[src/rtl/pdb_pkg.sv]
package pdb_pkg;
  localparam int NUM_LANES = 5;

  typedef enum int {
    LN_A    = 0,
    LN_B    = 1,
    LN_COEF = 2,
    LN_FMT  = 3,
    LN_RSEL = 4
  } lane_e;
endpackage

[src/rtl/pdb_rst_sync.sv]
module pdb_rst_sync (
  input  logic clk,
  input  logic arst_n,
  output logic srst_n
);
  logic [1:0] sync_q;

  always_ff @(posedge clk or negedge arst_n) begin
    if (!arst_n) sync_q <= '0;
    else         sync_q <= {sync_q[0], 1'b1};
  end

  assign srst_n = sync_q[1];
endmodule

[src/rtl/pdb_cfg_shreg.sv]
module pdb_cfg_shreg #(
  parameter int CFG_W = 15
) (
  input  logic             clk,
  input  logic             rst_n,
  input  logic             bypass,
  input  logic             strobe,
  input  logic             sdata,
  output logic [CFG_W-1:0] cfg
);
  logic             str_q, str_prev_q, bit_q;
  logic             rise;
  logic             cfg_en;
  logic [CFG_W-1:0] cfg_q, cfg_d;

  // edge between the current sample and the one before it
  assign rise   = str_q & ~str_prev_q;
  assign cfg_en = bypass | rise;

  always_comb begin
    cfg_d = cfg_q;
    if (bypass)    cfg_d = '0;
    else if (rise) cfg_d = {bit_q, cfg_q[CFG_W-1:1]};
  end

  always_ff @(posedge clk or negedge rst_n) begin
    if (!rst_n) begin
      str_q      <= 1'b0;
      str_prev_q <= 1'b0;
      bit_q      <= 1'b0;
    end else begin
      str_q      <= strobe;
      str_prev_q <= str_q;
      bit_q      <= sdata;
    end
  end

  always_ff @(posedge clk or negedge rst_n) begin
    if (!rst_n)      cfg_q <= '0;
    else if (cfg_en) cfg_q <= cfg_d;
  end

  assign cfg = cfg_q;
endmodule

[src/rtl/pdb_delay_lane.sv]
module pdb_delay_lane #(
  parameter int W     = 8,
  parameter int SEL_W = 3
) (
  input  logic             clk,
  input  logic             rst_n,
  input  logic [SEL_W-1:0] sel,
  input  logic [W-1:0]     din,
  output logic [W-1:0]     dout
);
  localparam int DEPTH = (1 << SEL_W) - 1;
  localparam int NTAPS = DEPTH + 1;

  logic [W-1:0] stg_q [DEPTH];
  logic [W-1:0] stg_d [DEPTH];
  logic [W-1:0] taps  [NTAPS];

  always_comb begin
    stg_d[0] = din;
    for (int k = 1; k < DEPTH; k++) stg_d[k] = stg_q[k-1];
  end

  always_ff @(posedge clk or negedge rst_n) begin
    if (!rst_n) begin
      for (int k = 0; k < DEPTH; k++) stg_q[k] <= '0;
    end else begin
      for (int k = 0; k < DEPTH; k++) stg_q[k] <= stg_d[k];
    end
  end

  assign taps[0] = din;
  for (genvar k = 1; k < NTAPS; k++) begin : g_tap
    assign taps[k] = stg_q[k-1];
  end

  assign dout = taps[sel];
endmodule

[src/rtl/prog_delay_bank.sv]
module prog_delay_bank #(
  parameter int DATA_W  = 12,
  parameter int COEF_W  = 12,
  parameter int RSEL_W  = 2,
  parameter int FIELD_W = 3
) (
  input  logic              clk,
  input  logic              rst_n,
  input  logic              bypass,
  input  logic              cfg_strobe,
  input  logic              cfg_bit,
  input  logic [DATA_W-1:0] a_in,
  input  logic [DATA_W-1:0] b_in,
  input  logic [COEF_W-1:0] coef_in,
  input  logic              coef_ld,
  input  logic              fmt_in,
  input  logic [RSEL_W-1:0] rsel_in,
  output logic [DATA_W-1:0] a_out,
  output logic [DATA_W-1:0] b_out,
  output logic [COEF_W-1:0] coef_out,
  output logic              coef_ld_out,
  output logic              fmt_out,
  output logic [RSEL_W-1:0] rsel_out
);
  import pdb_pkg::*;

  localparam int CFG_W = NUM_LANES * FIELD_W;
  localparam int W_A   = DATA_W;
  localparam int W_B   = DATA_W;
  localparam int W_C   = COEF_W + 1;
  localparam int W_F   = 1;
  localparam int W_R   = RSEL_W;
  localparam int O_A   = 0;
  localparam int O_B   = O_A + W_A;
  localparam int O_C   = O_B + W_B;
  localparam int O_F   = O_C + W_C;
  localparam int O_R   = O_F + W_F;
  localparam int TOT_W = O_R + W_R;

  function automatic int lane_w(input int idx);
    case (idx)
      LN_A:    return W_A;
      LN_B:    return W_B;
      LN_COEF: return W_C;
      LN_FMT:  return W_F;
      default: return W_R;
    endcase
  endfunction

  function automatic int lane_o(input int idx);
    case (idx)
      LN_A:    return O_A;
      LN_B:    return O_B;
      LN_COEF: return O_C;
      LN_FMT:  return O_F;
      default: return O_R;
    endcase
  endfunction

  logic             rst_int_n;
  logic [CFG_W-1:0] cfg_word;
  logic [TOT_W-1:0] lanes_in, lanes_out;

  pdb_rst_sync u_rst (
    .clk    (clk),
    .arst_n (rst_n),
    .srst_n (rst_int_n)
  );

  pdb_cfg_shreg #(.CFG_W(CFG_W)) u_cfg (
    .clk    (clk),
    .rst_n  (rst_int_n),
    .bypass (bypass),
    .strobe (cfg_strobe),
    .sdata  (cfg_bit),
    .cfg    (cfg_word)
  );

  // coefficient and its enable share one lane so they stay aligned
  assign lanes_in = {rsel_in, fmt_in, coef_ld, coef_in, b_in, a_in};

  for (genvar i = 0; i < NUM_LANES; i++) begin : g_lane
    localparam int LW = lane_w(i);
    localparam int LO = lane_o(i);
    pdb_delay_lane #(.W(LW), .SEL_W(FIELD_W)) u_lane (
      .clk   (clk),
      .rst_n (rst_int_n),
      .sel   (cfg_word[i*FIELD_W +: FIELD_W]),
      .din   (lanes_in[LO +: LW]),
      .dout  (lanes_out[LO +: LW])
    );
  end

  assign a_out       = lanes_out[O_A +: W_A];
  assign b_out       = lanes_out[O_B +: W_B];
  assign coef_out    = lanes_out[O_C +: COEF_W];
  assign coef_ld_out = lanes_out[O_C + COEF_W];
  assign fmt_out     = lanes_out[O_F];
  assign rsel_out    = lanes_out[O_R +: W_R];
endmodule

[config.mk]
export PLATFORM = sky130hd
export DESIGN_NAME = prog_delay_bank
export DESIGN_NICKNAME = d
export VERILOG_FILES = /design/src/rtl/pdb_pkg.sv /design/src/rtl/pdb_rst_sync.sv /design/src/rtl/pdb_cfg_shreg.sv /design/src/rtl/pdb_delay_lane.sv /design/src/rtl/prog_delay_bank.sv
export SDC_FILE = /design/constraint.sdc
export NUM_CORES = 1
export LEC_CHECK = 0
export BUFFER_PORTS_ARGS = -buffer_cell sky130_fd_sc_hd__buf_4
export CAP_MARGIN = 10
export CORE_MARGIN = 2
export CORE_UTILIZATION = 40
export DETAILED_ROUTE_END_ITERATION = 12
export PLACE_DENSITY = 0.69
export SYNTH_ARGS = -nofsm -noshare
export SYNTH_HDL_FRONTEND = slang
export SYNTH_SLANG_ARGS = --single-unit
export TNS_END_PERCENT = 20
[constraint.sdc]
create_clock -name clk -period 8.8 [get_ports clk]
set_clock_uncertainty 0.2 [all_clocks]
set_input_delay 1.76 -clock clk [delete_from_list [all_inputs] [get_ports clk]]
set_output_delay 1.76 -clock clk [all_outputs]
set_load 0.01 [all_outputs]
== Word level (Yosys, flattened, before mapping) ==
Index checks and enable logic that the tools add are counted.
Widths: inputs -> output; s select.
Operators by class
  order comparisons: 5
  bitwise operators: 8
  multiplexer cells: 17
  reductions and logical operators: 2
Operators by type and width (count)
  $bmux 12 s3: 2
  $mux 12: 4
  $bmux 13 s3: 1
  $mux 15: 2
  $mux 13: 2
  $ge 4x4->1 const B: 5
  $not 3->4: 5
  $bmux 2 s3: 1
  $mux 2: 2
  $bmux 1 s3: 1
  $mux 1: 2
  $reduce_and 2->1: 1
  $reduce_bool 2->1: 1
  $and 1x1->1: 1
  $not 1->1: 1
  $or 1x1->1: 1
Storage, ports and cells
  bits in registers: 300
  output and inout bits: 40

== Depth between registers and ports, before layout ==
  depth in word-level cells: 4
  depth in mapped cells: 4

== By module ==
From an unflattened synthesis, not the netlist that was laid out.
Unflattened totals
  cell total of the unflattened synthesis: 477
  area, all modules: 10476.3 sq um
By module, submodules not included
  pdb_delay_lane at g_lane[0].u_lane ...: area an instance 2907.8 sq um, cells each 127, times used 2
  pdb_delay_lane at g_lane[2].u_lane: area an instance 3150.5 sq um, cells each 137, times used 1
  pdb_cfg_shreg: area an instance 739.5 sq um, cells each 53, times used 1
  pdb_delay_lane at g_lane[4].u_lane: area an instance 478.0 sq um, cells each 20, times used 1
  pdb_delay_lane at g_lane[3].u_lane: area an instance 239.0 sq um, cells each 10, times used 1
  pdb_rst_sync: area an instance 53.8 sq um, cells each 3, times used 1

== Least setup slack after synthesis ==
OpenSTA, ideal clock, no wires.
  path type: input -> output
  start: input b_in[0]
  end: output b_out[0]
  stages on the path: 2
  buffers on the path: 0
  arrival: 2.505 ns
  setup slack: 4.335 ns
  cells stage by stage: mux4_1 mux2_2
On the way
  word-level cells in the longest chain between the ends: 3
RTL lines
  start, declared: RTL line prog_delay_bank.sv:13  | input logic [DATA_W-1:0] b_in,
  $bmux 12 s3: RTL line pdb_delay_lane.sv:36  | assign dout = taps[sel];
  $mux 12 (implied by the code) (2 in series): RTL line pdb_delay_lane.sv:36
  end, declared: RTL line prog_delay_bank.sv:19  | output logic [DATA_W-1:0] b_out,
Every way passes these cells. The select of a mux whose other input is x is not followed.

== Worst setup path in the final report ==
  start: input a_in[4]
  end: output a_out[4]
On the way
  word-level cells in the longest chain between the ends: 3
RTL lines
  start, declared: RTL line prog_delay_bank.sv:12  | input logic [DATA_W-1:0] a_in,
  $bmux 12 s3: RTL line pdb_delay_lane.sv:36
  $mux 12 (implied by the code) (2 in series): RTL line pdb_delay_lane.sv:36
  end, declared: RTL line prog_delay_bank.sv:18  | output logic [DATA_W-1:0] a_out,
Every way passes these cells. The select of a mux whose other input is x is not followed.

==> PnR_summary.wiki <==
{| class="wikitable"
! Metric !! Value
|-
| Final antenna diode count || 0
|-
| Area added between synthesis and finish || 19.0%
|-
| Number of global-route vias before repair || 5537
|-
| Die Span Y || 164 um
|-
| Clock network latency to the later pin of the worst-skew pair || 0.55 ns
|-
| Slowest Stage Delay on Critical Path || 0.48 ns
|-
| Post-DP HPWL || 10600 um
|-
| Yosys warning total || 0
|-
| First drt pass iteration count || 4
|-
| Cell type group with the largest total delay on the critical path || multiplexers
|-
| Number of antenna violations at the first check in global routing || 0
|-
| Inserted Clock Buffers || 31
|-
| Remaining routing DRC violations || 0
|-
| Library cells used by synthesis || 12
|-
| Post-synthesis sequential element count || 300
|-
| Outcome || finished, final reports clean
|-
| Area share of the largest cell type after synthesis || 0.732
|-
| Total Die Area || 26900 um2
|-
| Total negative slack for setup checks || 0 ns
|-
| Sequential share of the synthesized area || 0.732
|-
| Final Critical Period || 4.76 ns
|-
| Gate count of the mapped netlist || 494
|-
| Kind of start point of the critical path || primary input
|-
| Routability congestion estimate from global placement || 0.689
|-
| Most repeated library cell on the critical path || sky130_fd_sc_hd__buf_4
|-
| Slew margin rel. || 0.223
|-
| RSZ-0062 raised after global routing || no
|-
| Worst path buffer plus inverter count || 2
|-
| Number of clock sinks || 300
|-
| Rows || 58
|-
| Number of vias after detailed routing || 4742
|-
| First-pass GRT wire length || 30100 um
|-
| Crit path kind || in -> out
|-
| Static leakage power || 5.15 nW
|-
| Final setup fails || 0
|-
| Postcts setup bufs || 0
|-
| Class of the most critical hold timing path || reg -> reg
|-
| Required time reported for the critical path endpoint || 6.84 ns
|-
| Max capacitance violation total || 0
|-
| Utilization of the core after routing || 0.485
|-
| Clock transition at path regs || 0.06 ns
|-
| Most used cells in the layout excluding fill and tap cells || sky130_fd_sc_hd__dfrtp_1, sky130_fd_sc_hd__buf_4, sky130_fd_sc_hd__mux4_2
|-
| Number of design-rule violations left by the first detailed-router iteration || 191
|-
| Synthesized netlist net count || 539
|-
| Total Power Consumption || 0.00287 W
|-
| Root buffer cell || sky130_fd_sc_hd__clkbuf_16
|-
| Grt total ovfl || 0
|-
| Post-synth design cell area || 10300 um2
|-
| Number of levels in the clock H-tree || 1
|-
| Overall routed net length || 17700 um
|-
| Clock tree from TritonCTS || built
|-
| Port bufs || 84
|-
| Initial core utilization || 0.407
|-
| Top cells by area, synth || sky130_fd_sc_hd__dfrtp_1, sky130_fd_sc_hd__mux4_2, sky130_fd_sc_hd__mux4_1
|-
| # placed instances || 887
|-
| Hold buffer count at cts || 0
|-
| Crit-path cells || buf_4 > mux4_1 > mux2_2 > buf_4
|-
| Number of max-slew violations in the final report || 0
|-
| Pin slew with the least headroom to its limit || 1.17 ns
|-
| Worst endpoint data arrival time || 2.80 ns
|-
| CORE AREA || 25200 um2
|-
| Mean number of vias per cell || 5.03
|-
| Total Nets Final || 635
|-
| Mean cell area of the mapped netlist || 20.8 um2
|-
| Fraction of final layout cells sized beyond drive strength 1 || 0.365
|-
| Overall fraction of global-route tracks in use || 0.140
|-
| Number of gates resized after CTS || 0
|-
| Max Freq || 210 MHz
|-
| Chip Width || 164 um
|-
| Share of the clock period used by the worst path after layout || 0.540
|-
| Deepest clock path buffer count || 3
|-
| Commonest non-fill, non-tap cell in the layout || sky130_fd_sc_hd__dfrtp_1
|-
| Biggest fanout along the worst timing path || 2
|-
| Power density over the cells || 235 nW/um2
|-
| Maximum number of pins on one net before global-route repair || 157
|-
| Post-detailed-route count of antenna-violating nets || 0
|-
| Number of non-filler instances in the completed layout || 943
|-
| Hold violation total from the final report || 0
|-
| Most area-hungry cell type in the Yosys netlist || sky130_fd_sc_hd__dfrtp_1
|-
| Count of boundary I/O pins || 85
|-
| Hold WS || 0.153 ns
|-
| Worst Setup End Kind || output pin
|-
| Maximum vdd drop || 0.000210 V
|-
| Cell type of the slowest stage on the worst timing path || sky130_fd_sc_hd__mux4_1
|-
| Routed length per placed instance || 18.8 um
|}
## layout make-up
| type | count | area, um2 |
|---|---|---|
| Timing Repair Buffer | 89 | 681 |
| Fill cell | 2053 | 13000 |
| Multi-Input combinational cell | 168 | 2580 |
| Sequential cell | 300 | 7510 |
| Clock buffer | 49 | 933 |
| Tap cell | 330 | 413 |
| Clock inverter | 7 | 91.3 |
## synthesized netlist by cell type
cell type	number
sky130_fd_sc_hd__a21oi_1	15
sky130_fd_sc_hd__buf_2	6
sky130_fd_sc_hd__buf_6	9
sky130_fd_sc_hd__clkbuf_1	11
sky130_fd_sc_hd__conb_1	1
sky130_fd_sc_hd__dfrtp_1	300
sky130_fd_sc_hd__mux2_2	40
sky130_fd_sc_hd__mux4_1	33
sky130_fd_sc_hd__mux4_2	47
sky130_fd_sc_hd__nand2_1	30
sky130_fd_sc_hd__nand2b_1	1
sky130_fd_sc_hd__nor2b_1	1
## through the flow
step           area [um2]  worst slack, ns
5_1_grt             12200             4.01
4_1_cts             12200             4.03
2_1_floorplan       10300             3.69
6_report            12200             4.04
3_5_place_dp        11200             4.03
3_3_place_gp        11200             4.04
## where the power goes
| group | switching [W] | internal [W] | total, W | leakage [nW] |
|---|---|---|---|---|
| sequential | 0.0000389 | 0.00145 | 0.00149 | 3.53 |
| clock | 0.000502 | 0.000779 | 0.00128 | 0.502 |
| combinational | 0.0000458 | 0.0000564 | 0.000102 | 1.12 |
| total | 0.000587 | 0.00228 | 0.00287 | 5.15 |
## path summary, 6_finish.rpt
check / from / end / slack [ns] / cells after the start
hold reg to reg: u_rst.sync_q[0] / u_rst.sync_q[1] / 0.15 / 0
hold / removal: u_rst.sync_q[0] / u_rst.sync_q[1] / 0.15 / 0
max in group asynchronous: u_rst.sync_q[1] / g_lane[0].u_lane.stg_d[56] / 6.67 / 1
min in group asynchronous: u_rst.sync_q[1] / g_lane[2].u_lane.stg_d[31] / 0.24 / 0
setup reg to reg: u_rst.sync_q[1] / g_lane[0].u_lane.stg_d[56] / 6.67 / 1
setup / recovery: a_in[4] / a_out[4] / 4.04 / 4
## sequential cells by signal, summed over array words and instances (netlist names)
name,count
g_lane.u_lane.stg_d,240
g_lane.u_lane.stg_q,40
u_cfg.cfg,15
u_rst.sync_q,2
u_cfg.bit_q,1
u_cfg.str_prev_q,1
u_cfg.str_q,1
## kinds of logic after synthesis
kind of cell / Yosys count / synth area share
other cells: 1 / 0.000366
mux: 120 / 0.232
flops: 300 / 0.732
compound gates: 15 / 0.00732
simple gates: 32 / 0.0122
buf+inv: 26 / 0.0168
## per-layer routing
| layer | track usage | wire [um] |
|---|---|---|
| met2 | 0.228 | 8720 |
| met3 | 0.0303 | 803 |
| met4 | 0.0371 | 444 |
| met5 | 0 | 0 |
| met1 | 0.193 | 7740 |
(Power assumes the default switching activity.)
